<file path="config.mk">
export PLATFORM = sky130hd
export DESIGN_NAME = sram_async_ctrl
export DESIGN_NICKNAME = d
export VERILOG_FILES = /design/src/rtl/sram_ctrl_pkg.sv /design/src/rtl/sram_phase_timer.sv /design/src/rtl/sram_pin_regs.sv /design/src/rtl/sram_async_ctrl.sv
export SDC_FILE = /design/constraint.sdc
export NUM_CORES = 1
export LEC_CHECK = 0
export BUFFER_PORTS_ARGS = -buffer_cell sky130_fd_sc_hd__buf_2
export CAP_MARGIN = 10
export CORE_MARGIN = 2
export CORE_UTILIZATION = 35
export CTS_BUF_LIST = sky130_fd_sc_hd__clkbuf_8
export CTS_CLUSTER_DIAMETER = 30
export DETAILED_ROUTE_END_ITERATION = 7
export PLACE_DENSITY_LB_ADDON = 0.15
export SLEW_MARGIN = 20
export SYNTH_ARGS = -nofsm -noshare
export SYNTH_HDL_FRONTEND = slang
export SYNTH_SLANG_ARGS = --single-unit
export TNS_END_PERCENT = 100
</file>
<file path="constraint.sdc">
create_clock -name clk -period 1.7 [get_ports clk]
set_input_delay 0.34 -clock clk [delete_from_list [all_inputs] [get_ports clk]]
set_output_delay 0.34 -clock clk [all_outputs]
set_load 0.01 [all_outputs]
</file>
<file path="src/rtl/sram_ctrl_pkg.sv">
package sram_ctrl_pkg;

    typedef enum logic [2:0] {
        ST_IDLE,
        ST_READ,
        ST_WRITE,
        ST_HOLD,
        ST_TURN
    } ctrl_state_e;

    function automatic int imax(input int a, input int b);
        return (a > b) ? a : b;
    endfunction

    // ceiling of ns / clk_ns, never below one cycle
    function automatic int ns2cyc(input int ns, input int clk_ns);
        int c;
        c = (ns + clk_ns - 1) / clk_ns;
        return (c < 1) ? 1 : c;
    endfunction

endpackage

</file>
<file path="src/rtl/sram_phase_timer.sv">
module sram_phase_timer #(
    parameter int CNT_W = 4
) (
    input  logic             clk,
    input  logic             rst_n,
    input  logic             load_i,
    input  logic [CNT_W-1:0] load_val_i,
    output logic             last_o
);
    logic [CNT_W-1:0] cnt_d, cnt_q;

    always_comb begin
        cnt_d = cnt_q;
        if (load_i) begin
            cnt_d = load_val_i;
        end else if (cnt_q != '0) begin
            cnt_d = cnt_q - 1'b1;
        end
    end

    always_ff @(posedge clk or negedge rst_n) begin
        if (!rst_n) begin
            cnt_q <= '0;
        end else begin
            cnt_q <= cnt_d;
        end
    end

    assign last_o = (cnt_q == CNT_W'(1));
endmodule

</file>
<file path="src/rtl/sram_pin_regs.sv">
module sram_pin_regs #(
    parameter int ADDR_W = 17,
    parameter int DATA_W = 8
) (
    input  logic              clk,
    input  logic              rst_n,
    input  logic              sel_d,
    input  logic              rd_d,
    input  logic              wr_d,
    input  logic [ADDR_W-1:0] a_d,
    input  logic [DATA_W-1:0] dat_d,
    output logic              sel_n_o,
    output logic              sel_o,
    output logic              rd_n_o,
    output logic              wr_n_o,
    output logic              d_oe_o,
    output logic [ADDR_W-1:0] a_o,
    output logic [DATA_W-1:0] d_o
);
    typedef struct packed {
        logic              sel_n;
        logic              sel;
        logic              rd_n;
        logic              wr_n;
        logic              d_oe;
        logic [ADDR_W-1:0] a;
        logic [DATA_W-1:0] dat;
    } pins_t;

    pins_t p_d, p_q;

    always_comb begin
        p_d.sel_n = ~sel_d;
        p_d.sel   = sel_d;
        p_d.rd_n  = ~rd_d;
        p_d.wr_n  = ~wr_d;
        p_d.d_oe  = wr_d;
        p_d.a     = a_d;
        p_d.dat   = dat_d;
    end

    always_ff @(posedge clk or negedge rst_n) begin
        if (!rst_n) begin
            p_q.sel_n <= 1'b1;
            p_q.sel   <= 1'b0;
            p_q.rd_n  <= 1'b1;
            p_q.wr_n  <= 1'b1;
            p_q.d_oe  <= 1'b0;
            p_q.a     <= '0;
            p_q.dat   <= '0;
        end else begin
            p_q <= p_d;
        end
    end

    assign sel_n_o = p_q.sel_n;
    assign sel_o   = p_q.sel;
    assign rd_n_o  = p_q.rd_n;
    assign wr_n_o  = p_q.wr_n;
    assign d_oe_o  = p_q.d_oe;
    assign a_o     = p_q.a;
    assign d_o     = p_q.dat;
endmodule

</file>
<file path="src/rtl/sram_async_ctrl.sv">
module sram_async_ctrl
    import sram_ctrl_pkg::*;
#(
    parameter int ADDR_W   = 17,
    parameter int DATA_W   = 8,
    parameter int CLK_NS   = 10,
    parameter int SPEED_NS = 70
) (
    input  logic              clk,
    input  logic              rst_n,
    input  logic              req_i,
    input  logic              we_i,
    input  logic [ADDR_W-1:0] addr_i,
    input  logic [DATA_W-1:0] wdata_i,
    output logic [DATA_W-1:0] rdata_o,
    output logic              done_o,
    output logic              busy_o,
    output logic [ADDR_W-1:0] mem_a_o,
    output logic [DATA_W-1:0] mem_d_o,
    output logic              mem_d_oe_o,
    input  logic [DATA_W-1:0] mem_d_i,
    output logic              mem_sel_n_o,
    output logic              mem_sel_o,
    output logic              mem_rd_n_o,
    output logic              mem_wr_n_o
);
    // per-grade timing in ns
    localparam bit SLOW   = (SPEED_NS >= 100);
    localparam int T_CYC  = SLOW ? 100 : 70;
    localparam int T_ACC  = SLOW ? 100 : 70;
    localparam int T_OEA  = SLOW ? 50  : 35;
    localparam int T_WCYC = SLOW ? 100 : 70;
    localparam int T_WPL  = SLOW ? 70  : 55;
    localparam int T_SEL  = SLOW ? 80  : 60;
    localparam int T_ADR  = SLOW ? 80  : 60;
    localparam int T_DSU  = SLOW ? 40  : 30;
    localparam int T_REL  = SLOW ? 30  : 25;

    localparam int RD_CYC = ns2cyc(imax(T_CYC, imax(T_ACC, T_OEA)), CLK_NS);
    localparam int WE_CYC = imax(ns2cyc(imax(imax(T_WPL, T_SEL), imax(T_ADR, T_DSU)), CLK_NS),
                                 ns2cyc(T_WCYC, CLK_NS) - 1);
    localparam int HZ_CYC = ns2cyc(T_REL, CLK_NS);
    localparam int MAX_CYC = imax(RD_CYC, imax(WE_CYC, HZ_CYC));
    localparam int CNT_W  = $clog2(MAX_CYC + 1);

    typedef struct packed {
        ctrl_state_e       st;
        logic [ADDR_W-1:0] a;
        logic [DATA_W-1:0] wd;
        logic [DATA_W-1:0] rd;
        logic              done;
    } ctrl_t;

    ctrl_t            r_d, r_q;
    logic             ld;
    logic [CNT_W-1:0] ld_val;
    logic             last;
    logic             sel_d, rd_d, wr_d;

    always_comb begin
        r_d     = r_q;
        r_d.done = 1'b0;
        ld      = 1'b0;
        ld_val  = '0;
        unique case (r_q.st)
            ST_IDLE: begin
                if (req_i) begin
                    r_d.a  = addr_i;
                    r_d.wd = wdata_i;
                    ld     = 1'b1;
                    if (we_i) begin
                        r_d.st = ST_WRITE;
                        ld_val = CNT_W'(WE_CYC);
                    end else begin
                        r_d.st = ST_READ;
                        ld_val = CNT_W'(RD_CYC);
                    end
                end
            end
            ST_READ: begin
                if (last) begin
                    r_d.rd   = mem_d_i;
                    r_d.done = 1'b1;
                    r_d.st   = ST_TURN;
                    ld       = 1'b1;
                    ld_val   = CNT_W'(HZ_CYC);
                end
            end
            ST_WRITE: begin
                if (last) begin
                    r_d.st = ST_HOLD;
                end
            end
            ST_HOLD: begin
                r_d.st   = ST_IDLE;
                r_d.done = 1'b1;
            end
            ST_TURN: begin
                if (last) begin
                    r_d.st = ST_IDLE;
                end
            end
            default: r_d.st = ST_IDLE;
        endcase
    end

    always_ff @(posedge clk or negedge rst_n) begin
        if (!rst_n) begin
            r_q.st   <= ST_IDLE;
            r_q.a    <= '0;
            r_q.wd   <= '0;
            r_q.rd   <= '0;
            r_q.done <= 1'b0;
        end else begin
            r_q <= r_d;
        end
    end

    // pin decode from the next state, registered in the pin stage
    assign sel_d = (r_d.st == ST_READ) || (r_d.st == ST_WRITE) || (r_d.st == ST_HOLD);
    assign rd_d  = (r_d.st == ST_READ);
    assign wr_d  = (r_d.st == ST_WRITE);

    sram_phase_timer #(.CNT_W(CNT_W)) u_timer (
        .clk       (clk),
        .rst_n     (rst_n),
        .load_i    (ld),
        .load_val_i(ld_val),
        .last_o    (last)
    );

    sram_pin_regs #(.ADDR_W(ADDR_W), .DATA_W(DATA_W)) u_pins (
        .clk    (clk),
        .rst_n  (rst_n),
        .sel_d  (sel_d),
        .rd_d   (rd_d),
        .wr_d   (wr_d),
        .a_d    (r_d.a),
        .dat_d  (r_d.wd),
        .sel_n_o(mem_sel_n_o),
        .sel_o  (mem_sel_o),
        .rd_n_o (mem_rd_n_o),
        .wr_n_o (mem_wr_n_o),
        .d_oe_o (mem_d_oe_o),
        .a_o    (mem_a_o),
        .d_o    (mem_d_o)
    );

    assign rdata_o = r_q.rd;
    assign done_o  = r_q.done;
    assign busy_o  = (r_q.st != ST_IDLE);
endmodule

</file>
* Yosys cells after proc, flatten, opt, wreduce, memory -nomap -nowiden
Cells that the tools add are included.
** Storage, ports and cells
- Bits in registers :: 45
- Bits of input ports :: 37
- Word-level logic and storage cells :: 48
- Output and inout bits :: 40
** Cells by class
- Reductions and logical operators :: 8
- Add/subtract/negate cells :: 1
- Equality and inequality tests :: 8
- Mux-type cells :: 17
- Bitwise operators :: 3
** Operators with widths (count)
- 28-bit 2-to-1 mux :: 1
- 3-bit 2-to-1 mux :: 6
- 3-bit by 2-bit == test with 1-bit output, second input constant :: 4
- 3-bit case mux with 4 select lines :: 1
- 3-bit by 1-bit == test with 1-bit output, second input constant :: 3
- 3-bit case mux with 2 select lines :: 1
- 3-bit nonzero test :: 2
- 1-bit 2-to-1 mux :: 4
- 2-bit 2-to-1 mux :: 2
- 1-bit case mux with 2 select lines :: 2
- 2-bit AND reduction :: 2
- 3-bit == test, second input constant :: 1
- 3-bit zero test :: 1
- 1-bit NOT :: 3
- 3-bit by 1-bit subtractor with 3-bit output, second input constant :: 1
- 1-bit logical OR :: 2
- 2-bit nonzero test :: 1

* Logic depth before layout (Yosys ltp)
- Word-level depth :: 7
- Gate-level depth with buffers :: 6
- Depth with buffers taken out :: 5

* Cells and area by module
Synthesis repeated with hierarchy kept, for this count alone.
** Second synthesis, totals
- Cells, all modules :: 168
- Area total of the unflattened synthesis :: 2670.1 µm²
** Modules (own cells, without submodules)
- sram_async_ctrl :: sequential area each 925.9 µm², times used 1, area each 1685.4 µm², cells each 113
- sram_pin_regs :: sequential area each 754.5 µm², times used 1, area each 765.7 µm², cells each 33
- sram_phase_timer :: sequential area each 75.1 µm², times used 1, area each 219.0 µm², cells each 22

* Worst setup path after synthesis
No wires, ideal clock.
- Path kind :: register -> register
- Start :: reg u_timer.cnt_q[1]
- End :: reg r_q (netlist bit rdata_o[0])
- Arrival :: 1.424 ns
- Buffers on the path :: 1
- Required time :: 1.575 ns
- Cell stages (with the launch flop) :: 7
- Setup time :: 0.125 ns
- Slack :: 0.152 ns
- Clock period less this slack :: 1.548 ns
- Path through :: dfrtp_1 > inv_1 > ha_1 > nand2b_1 > nor3_1 > buf_4 > mux2_2
** Between the ends
- Word-level cells in the longest chain between the ends :: 2
** RTL lines
- from (decl) :: line sram_phase_timer.sv:10 : logic [CNT_W-1:0] cnt_d, cnt_q;
- from (signal assigned) :: line sram_phase_timer.sv:25 : cnt_q <= cnt_d;
- 3-bit by 1-bit == test with 1-bit output :: line sram_phase_timer.sv:29 : assign last_o = (cnt_q == CNT_W'(1));
- 2-bit AND reduction (no source line)
- to (signal assigned) :: line sram_async_ctrl.sv:115 : r_q <= r_d;
- to (decl) :: line sram_async_ctrl.sv:54 : ctrl_t r_d, r_q;
No other way between the ends.
A chain may end at the register's enable or synchronous reset.

* Worst setup path in the final report
- Start :: reg r_q[34] in the netlist's numbering
- End :: out busy_o
** Between the ends
- Word-level cells in the longest chain between the ends :: 1
** RTL lines
- 3-bit nonzero test :: line sram_async_ctrl.sv:151 : assign busy_o = (r_q.st != ST_IDLE);
- to (decl) :: line sram_async_ctrl.sv:17 : output logic busy_o,
No other way between the ends.

==> impl_metrics.ini <==
[routing]
routed_via_density = 4.41
routedWlPerCell_um = 12.8
wl_mm = 3.71
first_pass_iters = 4
ant_nets = 0
drtIter0Drc = 12
vias = 1278
drc = 0

[worst_setup_path]
slowest_delay_ns = 0.44
worst-path-buf-inv = 3
crit_path_max_fanout = 8
criticalPathCategory = reg2out
crit_required_ns = 1.36
critical_path.endpoint_type = primary output
worstSetupStartpointType = flop
cp_data_arrival_time_ns = 1.26
crit_slowest_cell = dfrtp_2
cp_top_family = flip-flops
cp_cell_sequence = buf_4, nor3_4, inv_1, buf_2

[placed_design]
place.gp.congestion = 0.751
placed_area_um2 = 2360
place_ws_ns = 0.151
portBuffers = 76
dpl.hpwl_mm = 2.86

[cts]
cts_root_buf = clkbuf_8
tritoncts = done
clkSlewWorstSetupHoldPaths_ns = 0.08
clock_sinks = 45
clk_path_buf_depth = 2
cts_buffers = 5
h-tree-depth = 2
clk_latency_ns = 0.29

[sta]
setup_viol = 0
slew_headroom = 0.732
setup_tns_ns = 0
rsz0062_at_grt = false
slew_viol_final = 0
worst_pin_slew_ns = 0.402
fin_ws_ns = 0.0964
final_hold_viol_count = 0
worst_clock_skew_ns = 0.00797
fin_crit_sh = 0.943
fmax_mhz = 624
finalCriticalPeriod_ns = 1.60

[global_routing]
grt_max_degree = 29
grt_usage = 0.117
antenna_found_initial = 0
gr-total-overflow = 0
first_global_vias = 1294
grt_pass1_wl_mm = 5.79

[yosys]
synth_warnings = 0
ys_ff_latch = 45
netlist_area_um2 = 2090
synthTopCellsByArea = dfrtp_1 50%, mux2_2 17%, buf_4 12%
synthTopCellsByCount = 42 x dfrtp_1, 34 x buf_4, 32 x mux2_2
synth_top_area_share = 0.503
synth_nets = 199
synth_edf_count = 0
synth.avg_cell_area_um2 = 13.1
synthArstFlopShare = 1.00
synth_most_common_cell = dfrtp_1
synthFlopType = dfrtp_1
yosysSeqAreaShare = 0.541
synthesis.instances = 159
yosysTopAreaCell = dfrtp_1
synthDistinctLibCells = 27

[final_layout]
area_delta_synth_final_pct = 18.5
fin_nets = 254
fill_cells = 569
layout-drive-gt1-share = 0.609
final_area_um2 = 2470
antenna_cells = 0

[power_and_ir_drop]
p_leak_nw = 1.22
power.density_nw_per_um2 = 1820
vdd_drop_max_mv = 0.595

[floorplan]
io-pin-count = 77
dieArea_um2 = 6600
rows = 28
dieWidth_um = 81.2
die_y_um = 81.2
core_area_um2 = 5850
initial_core_util = 0.357

[outcome]
outcome = finished, final reports clean

[run]
max-cap-violations = 0

[min_path]
hp-class = in2reg
layer usage:
layer | vias to the layer above | wire, µm | part of all wire | global-route usage
li1 | 614 | - | - | -
met1 | 613 | 1510 | 0.41 | 0.130
met2 | 47 | 1910 | 0.51 | 0.213
met3 | 4 | 254 | 0.068 | 0.0311
met4 | 0 | 36 | 0.0097 | 0.0407
met5 | - | 0 | 0 | 0
cell usage in the layout (no fill, tap or decap), drive strengths merged:
cell and instances:
nand2 2, nand3b 1, xnor2 1, o21ai 1
ha 3, nor3 5, mux2i 3, inv 7
nor4b 2, nand3 1, nand2b 4, or3 2
clkbuf 5, nor2b 3, a21oi 2, a211o 3
or2 1, a211oi 2, dfrtp 42, dfstp 3
dlygate4sd3 1, buf 86, nor2 2, mux2 33
what timing repair did:
item                                   in CTS  in global routing
setup endpoints to repair                   1                  1
resized for setup                           1                  3
endpoints found under the hold margin      17                  0
buffers inserted                            0                  2
hold buffers                                1                  0
power by group:
part	leakage (nW)	internal, mW	switching (mW)
Sequential	0.531	1.63	0.244
Combinational	0.640	1.08	0.961
Clock	0.0519	0.274	0.314
stage by stage:
| step | utilization | instances | power, mW | hold WS (ns) |
|---|---|---|---|---|
| after floorplan | - | 159 | 3.65 | 0.0444 |
| after global placement | 0.403 | 279 | 3.82 | 0.281 |
| after detailed placement | 0.403 | 279 | 3.93 | 0.287 |
| after CTS | 0.418 | 288 | 4.54 | 0.259 |
| after global routing | 0.423 | 290 | 4.87 | 0.253 |
| final | 0.423 | 290 | 4.50 | 0.268 |
registers in the layout, indices dropped and copies added, names as in the netlist:
name	cells
done_o	1
r_q	3
rdata_o	8
u_pins.a_o	17
u_pins.d_o	8
u_pins.d_oe_o	1
u_pins.rd_n_o	1
u_pins.sel_n_o	1
u_pins.sel_o	1
u_pins.wr_n_o	1
u_timer.cnt_q	3
path summary, 6_finish.rpt:
kind                                from             end  slack [ns]  cells after the start
max in group asynchronous          rst_n  u_pins.sel_n_o        0.64                      3
setup reg to reg                 r_q[36]   u_pins.d_o[4]         0.1                      4
min in group asynchronous          rst_n   u_pins.a_o[6]        0.51                      2
hold reg to reg            u_pins.a_o[7]   u_pins.a_o[7]        0.48                      1
hold / removal                 addr_i[7]   u_pins.a_o[7]        0.27                      2
setup / recovery                 r_q[34]          busy_o         0.1                      4
logic make-up after synthesis:
logic type / share of synthesized area
buffers and inverters: 0.147
multiplexers: 0.192
adder cells (fa/ha/maj): 0.0180
AND/OR/NAND/NOR: 0.0707
XOR/XNOR: 0.00419
flip-flops: 0.541
AO/OA/AOI/OAI: 0.0270
cell type report:
type,count,area (µm²),share of cell area
Sequential cell,45,1130,0.458
Multi-Input combinational cell,71,663,0.268
Clock buffer,5,68.8,0.0278
Tap cell,75,93.8,0.0379
Clock inverter,3,11.3,0.00455
Timing Repair Buffer,87,490,0.198
Inverter,4,15.0,0.00607
(Power assumes the default switching activity.)
